`src/rtl/sram_pkg.sv`:
```
package sram_pkg;
    localparam int LANE_W = 9;

    typedef enum logic [1:0] {
        OP_IDLE  = 2'd0,
        OP_READ  = 2'd1,
        OP_WRITE = 2'd2
    } op_e;

    typedef enum logic {
        ST_QUIET = 1'b0,
        ST_DRIVE = 1'b1
    } out_st_e;
endpackage

```
`src/rtl/sram_in_reg.sv`:
```
module sram_in_reg
    import sram_pkg::*;
#(
    parameter int LANES  = 4,
    parameter int ADDR_W = 5,
    localparam int W     = LANES * LANE_W
) (
    input  logic              clk,
    input  logic              rst_n,
    input  logic [ADDR_W-1:0] addr,
    input  logic [W-1:0]      din,
    input  logic              ce_n,
    input  logic              ce2,
    input  logic              ce2_n,
    input  logic              gw_n,
    input  logic              bwe_n,
    input  logic [LANES-1:0]  bw_n,
    output op_e               op_q,
    output logic [ADDR_W-1:0] addr_q,
    output logic [W-1:0]      din_q,
    output logic [LANES-1:0]  mask_q
);
    logic             sel_c;
    logic [LANES-1:0] mask_c;
    op_e              op_c;

    // Decode of the sampled controls into an operation and a lane mask
    always_comb begin
        sel_c = !ce_n && ce2 && !ce2_n;
        if (!gw_n) begin
            mask_c = '1;
        end else if (!bwe_n) begin
            mask_c = ~bw_n;
        end else begin
            mask_c = '0;
        end
        if (!sel_c) begin
            op_c = OP_IDLE;
        end else if (|mask_c) begin
            op_c = OP_WRITE;
        end else begin
            op_c = OP_READ;
        end
    end

    // Stage-0 operation register
    always_ff @(posedge clk or negedge rst_n) begin
        if (!rst_n) begin
            op_q <= OP_IDLE;
        end else begin
            op_q <= op_c;
        end
    end

    always_ff @(posedge clk) begin
        addr_q <= addr;
        din_q  <= din;
        mask_q <= mask_c;
    end

    a_r2_global_all_lanes: assert property (@(posedge clk) disable iff (!rst_n)
        (!ce_n && ce2 && !ce2_n && !gw_n) |=> (op_q == OP_WRITE && (&mask_q)));

    a_r3_lane_follows_enable: assert property (@(posedge clk) disable iff (!rst_n)
        (!ce_n && ce2 && !ce2_n && gw_n && !bwe_n) |=> (mask_q == ~$past(bw_n)));

    a_r4_gate_off_reads: assert property (@(posedge clk) disable iff (!rst_n)
        (!ce_n && ce2 && !ce2_n && gw_n && bwe_n) |=> (op_q == OP_READ));

    a_r7_bad_enable_idle: assert property (@(posedge clk) disable iff (!rst_n)
        (ce_n || !ce2 || ce2_n) |=> (op_q == OP_IDLE));
endmodule

```
`src/rtl/sram_lane_bank.sv`:
```
module sram_lane_bank #(
    parameter int ADDR_W = 5,
    parameter int LW     = 9,
    localparam int DEPTH = 1 << ADDR_W
) (
    input  logic              clk,
    input  logic              we,
    input  logic              re,
    input  logic [ADDR_W-1:0] addr,
    input  logic [LW-1:0]     wdata,
    output logic [LW-1:0]     rdata
);
    logic [LW-1:0] cells [DEPTH];

    always_ff @(posedge clk) begin
        if (we) begin
            cells[addr] <= wdata;
        end
        if (re) begin
            rdata <= cells[addr];
        end
    end
endmodule

```
`src/rtl/sram_out_pipe.sv`:
```
module sram_out_pipe
    import sram_pkg::*;
#(
    parameter int W = 36
) (
    input  logic         clk,
    input  logic         rst_n,
    input  op_e          op_in,
    input  logic [W-1:0] rdata,
    input  logic         oe_n,
    output logic [W-1:0] q,
    output logic         q_drv
);
    op_e          op_s1;
    out_st_e      st;
    out_st_e      st_nxt;
    logic [W-1:0] q_reg;

    // State register of the output stage, and the stage-1 operation
    always_ff @(posedge clk or negedge rst_n) begin
        if (!rst_n) begin
            op_s1 <= OP_IDLE;
            st    <= ST_QUIET;
        end else begin
            op_s1 <= op_in;
            st    <= st_nxt;
        end
    end

    always_ff @(posedge clk) begin
        if (op_s1 == OP_READ) begin
            q_reg <= rdata;
        end
    end

    always_comb begin
        unique case (op_s1)
            OP_READ:           st_nxt = ST_DRIVE;
            OP_IDLE, OP_WRITE: st_nxt = ST_QUIET;
            default:           st_nxt = ST_QUIET;
        endcase
    end

    // Output process: asynchronous output enable gates the drive
    always_comb begin
        q_drv = (st == ST_DRIVE) && !oe_n;
        q     = q_drv ? q_reg : '0;
    end

    a_r1_read_reaches_output: assert property (@(posedge clk) disable iff (!rst_n)
        ($past(op_in, 2) == OP_READ) |-> (q_drv || oe_n));

    a_r8_deselect_two_late: assert property (@(posedge clk) disable iff (!rst_n)
        ($past(op_in, 2) != OP_READ) |-> !q_drv);

    always_ff @(negedge clk) begin
        if (!rst_n) begin
            a_r11_quiet_in_reset: assert (!q_drv);
        end
    end
endmodule

```
`src/rtl/sram_pipe_top.sv`:
```
module sram_pipe_top
    import sram_pkg::*;
#(
    parameter int LANES  = 4,
    parameter int ADDR_W = 5,
    localparam int W     = LANES * LANE_W
) (
    input  logic              clk,
    input  logic              rst_n,
    input  logic [ADDR_W-1:0] addr,
    input  logic [W-1:0]      din,
    input  logic              ce_n,
    input  logic              ce2,
    input  logic              ce2_n,
    input  logic              gw_n,
    input  logic              bwe_n,
    input  logic [LANES-1:0]  bw_n,
    input  logic              oe_n,
    output logic [W-1:0]      q,
    output logic              q_drv
);
    op_e               op_q;
    logic [ADDR_W-1:0] addr_q;
    logic [W-1:0]      din_q;
    logic [LANES-1:0]  mask_q;
    logic [W-1:0]      rd_word;

    sram_in_reg #(.LANES(LANES), .ADDR_W(ADDR_W)) u_in (
        .clk    (clk),
        .rst_n  (rst_n),
        .addr   (addr),
        .din    (din),
        .ce_n   (ce_n),
        .ce2    (ce2),
        .ce2_n  (ce2_n),
        .gw_n   (gw_n),
        .bwe_n  (bwe_n),
        .bw_n   (bw_n),
        .op_q   (op_q),
        .addr_q (addr_q),
        .din_q  (din_q),
        .mask_q (mask_q)
    );

    for (genvar i = 0; i < LANES; i++) begin : g_lane
        sram_lane_bank #(.ADDR_W(ADDR_W), .LW(LANE_W)) u_bank (
            .clk   (clk),
            .we    ((op_q == OP_WRITE) && mask_q[i]),
            .re    (op_q == OP_READ),
            .addr  (addr_q),
            .wdata (din_q[i*LANE_W +: LANE_W]),
            .rdata (rd_word[i*LANE_W +: LANE_W])
        );
    end

    sram_out_pipe #(.W(W)) u_out (
        .clk   (clk),
        .rst_n (rst_n),
        .op_in (op_q),
        .rdata (rd_word),
        .oe_n  (oe_n),
        .q     (q),
        .q_drv (q_drv)
    );
endmodule

```
`config.mk`:
```
export PLATFORM = sky130hd
export DESIGN_NAME = sram_pipe_top
export DESIGN_NICKNAME = d
export VERILOG_FILES = /design/src/rtl/sram_pkg.sv /design/src/rtl/sram_in_reg.sv /design/src/rtl/sram_lane_bank.sv /design/src/rtl/sram_out_pipe.sv /design/src/rtl/sram_pipe_top.sv
export SDC_FILE = /design/constraint.sdc
export NUM_CORES = 1
export LEC_CHECK = 0
export BUFFER_PORTS_ARGS = -buffer_cell sky130_fd_sc_hd__buf_4
export CORE_MARGIN = 1.5
export CORE_UTILIZATION = 35
export CTS_CLUSTER_DIAMETER = 80
export CTS_CLUSTER_SIZE = 40
export DETAILED_ROUTE_END_ITERATION = 6
export GPL_ROUTABILITY_DRIVEN = 0
export SYNTH_ARGS = -nofsm -noshare
export SYNTH_HDL_FRONTEND = slang
export SYNTH_SLANG_ARGS = --single-unit
```
`constraint.sdc`:
```
create_clock -name clk -period 2.7 [get_ports clk]
set_clock_uncertainty 0.2 [all_clocks]
set_input_delay 0.135 -clock clk [delete_from_list [all_inputs] [get_ports clk]]
set_output_delay 0.135 -clock clk [all_outputs]
set_load 0.005 [all_outputs]
```
==> qor.yml <==
status:
  status: "complete, no violations"
placed_design:
  dpl_cell_area_um2: 52800
  port_buffers: 89
  dp_hpwl_um: 74200
clock_tree:
  clk_pin_slew_ps: 130
  cts_tree: "built"
  clockRootBuffer: "clkbuf_16"
  numCtsBuffers: 48
  ctsLongestPathBuffers: 3
  cts_sinks: 1274
  clk_latency_ps: 680
  h-tree-depth: 2
synth:
  netlist_area_um2: 47900
  syn_avg_cell_area_um2: 18.2
  synth_edf_count: 1224
  syn_nets: 2692
  synth_top_area_share_pct: 76.7
  synth_warnings: 0
  postSynthCellCount: 2639
  synth_commonest_cells: "edfxtp_1, mux2i_1, o22ai_1, nor2_1, buf_2"
  postSynth.asyncResetShare_pct: 0.392
  yosys.cell_count.top_type: "edfxtp_1"
  ys_types: 30
  synth_seq_area_share_pct: 78.8
  synth_seq_cells: 1274
  ys.flop_type: "edfxtp_1"
  synthTopCellsByArea: "edfxtp_1, mux2i_1, o22ai_1"
  synth_top_cell_by_area: "edfxtp_1"
hold_path:
  hp-start: "bw_n[1]"
  hold_class: "in2reg"
layout:
  fin_nets: 3090
  largest_reg_flops: 1152
  area_growth_pct: 16.3
  regMostFlops: "g_lane.u_bank.cells"
  stdcell_area_um2: 55700
  drive_gt1_share_pct: 17.1
power_and_ir_drop:
  power_leakage_nw: 19.4
  power_w: 0.0339
  vdd_drop_max_mv: 0.404
  powerDensity_nw_per_um2: 608
critical_path:
  end_kind: "flop"
  worstPathCellList: "buf_4 -> nor2b_1 -> nand2_1 -> nor2_1 -> buf_4"
  critPathLaunchType: "flop"
  cp_slowest_cell: "nand2_1"
  r2r_slack_ps: 80
  critPathKind: "reg2reg"
  regToRegStartpoint: "u_in.addr_q[0]$_DFF_P_"
  cp_slowest_stage_delay_ps: 540
  startpoint: "u_in.addr_q[0]$_DFF_P_"
  cp_max_fo: 9
  crit_top_cell: "buf_4"
  worstPathArrival_ps: 2800
  required_ps: 2880
floorplanning:
  core_um2: 136000
  die-area_um2: 139000
  die_h_um: 373
  row_count: 135
  die_w_um: 373
  initial_core_util_pct: 35.3
  pin_count: 90
timing:
  finalCriticalPeriod_ps: 2620
  post-route-period-util_pct: 97.1
  holdWs_ps: 107
  slew_viol_final: 0
  worstMarginPinSlew_ps: 1170
  hold_violations: 0
  rsz0062_at_grt: "true"
  max_clock_freq_ghz: 0.381
  relSlewSlack_pct: 21.9
  setup_viol: 0
global_routing:
  grt_pass1_vias: 24500
  grt_first_pass_wirelength_um: 170000
  gr-total-overflow: 0
  grt.total_usage_pct: 16.6
  grt_max_degree: 42
  antenna_found_initial: 2
routing:
  wl_um: 118000
  drtIter0Drc: 2508
  num_vias: 24900
  drt_first_pass_iters: 7
  antenna_left: 0
  avgRoutedWirePerCell_um: 24.3
  drc: 0
  post_drt_via_cell_ratio: 5.14
job:
  drv_cap: 0
final cells by class:
class                      count  area (µm²)
timing repair buffer         499        4430
fill                       12100       79900
multi-input combinational   1214        9500
antenna                        1        2.50
clock buffer                  52        1240
clock inverter                33         554
sequential                  1274       37800
tap                         1781        2230
timing repair:
item | 4_1_cts | 5_1_grt
setup endpoints to repair | 44 | 308
setup buffers | 0 | 1
pin swaps | 1 | 0
hold buffers | 99 | 0
resized for setup | 9 | 14
hold endpoints to repair | 52 | 0
worst max-delay path: cells and delay by family, from the launching register on:
kind	cells	cell delay (ps)
buf+inv	2	450
simple gates	3	1210
flops	1	460
final timing paths:
kind,end,cells past startpoint
max,g_lane[2].u_bank.cells[1][7]$_DFFE_PP_,5
min,u_in.mask_q[1]$_DFF_P_,3
max reg2reg,g_lane[2].u_bank.cells[1][7]$_DFFE_PP_,5
min reg2reg,u_out.q_reg[24]$_DFFE_PP_,0
max in group asynchronous,u_in.op_q[0]$_DFF_PN0_,3
min in group asynchronous,u_out.st$_DFF_PN0_,3
stage by stage:
| stage | worst slack [ps] | utilization [%] | instances | setup TNS (ps) |
|---|---|---|---|---|
| 6_report | 77.7 | 41.1 | 4854 | 0 |
| 5_1_grt | -4.55 | 41.1 | 4853 | -12.3 |
| 4_1_cts | -12.0 | 41.0 | 4852 | -17.9 |
| 3_5_place_dp | -150 | 39.0 | 4668 | -684 |
| 3_3_place_gp | -138 | 39.0 | 4668 | -460 |
| 2_1_floorplan | 62.9 | - | 2639 | 0 |
where the power goes:
group | total (W) | internal (W) | switching (W)
Sequential | 0.0217 | 0.0217 | 0.0000393
Clock | 0.0103 | 0.00385 | 0.00647
Combinational | 0.00182 | 0.000749 | 0.00108
cell families (layout without fill, tap and decap cells):
| kind of cell | Yosys count | in the layout | synth area share (%) |
|---|---|---|---|
| AOI/OAI and AO/OA | 293 | 293 | 3.81 |
| buffers and inverters | 151 | 584 | 1.72 |
| DFF | 1274 | 1274 | 78.8 |
| muxes | 576 | 576 | 12.0 |
| other | 0 | 1 | 0 |
| and+or+nand+nor | 345 | 345 | 3.63 |
routing by layer:
layer,GRT usage (%),share of wire (%),vias up
li1,-,-,11200
met1,23.0,44,12900
met2,27.8,49,701
met3,2.04,5.3,137
met4,3.68,2.1,2
met5,0,0.011,-
cell usage in the layout, fill, tap and decap left out, types with 4 or more instances in the layout:
cell type and n:
buf_4 363, nand2_1 67, o22ai_1 288, nor4_1 58, dfrtp_1 5, clkinv_8 6, clkinv_16 7, inv_8 4
clkbuf_16 49, dlygate4sd3_1 99, nand4bb_2 6, edfxtp_1 1224, mux2i_1 576, o21ai_0 4, and2_1 37, buf_12 35
inv_6 5, dfxtp_1 42, or4b_2 4, nor4_2 14, nor2_1 131
No activity file was read; power rests on OpenSTA's default activity.
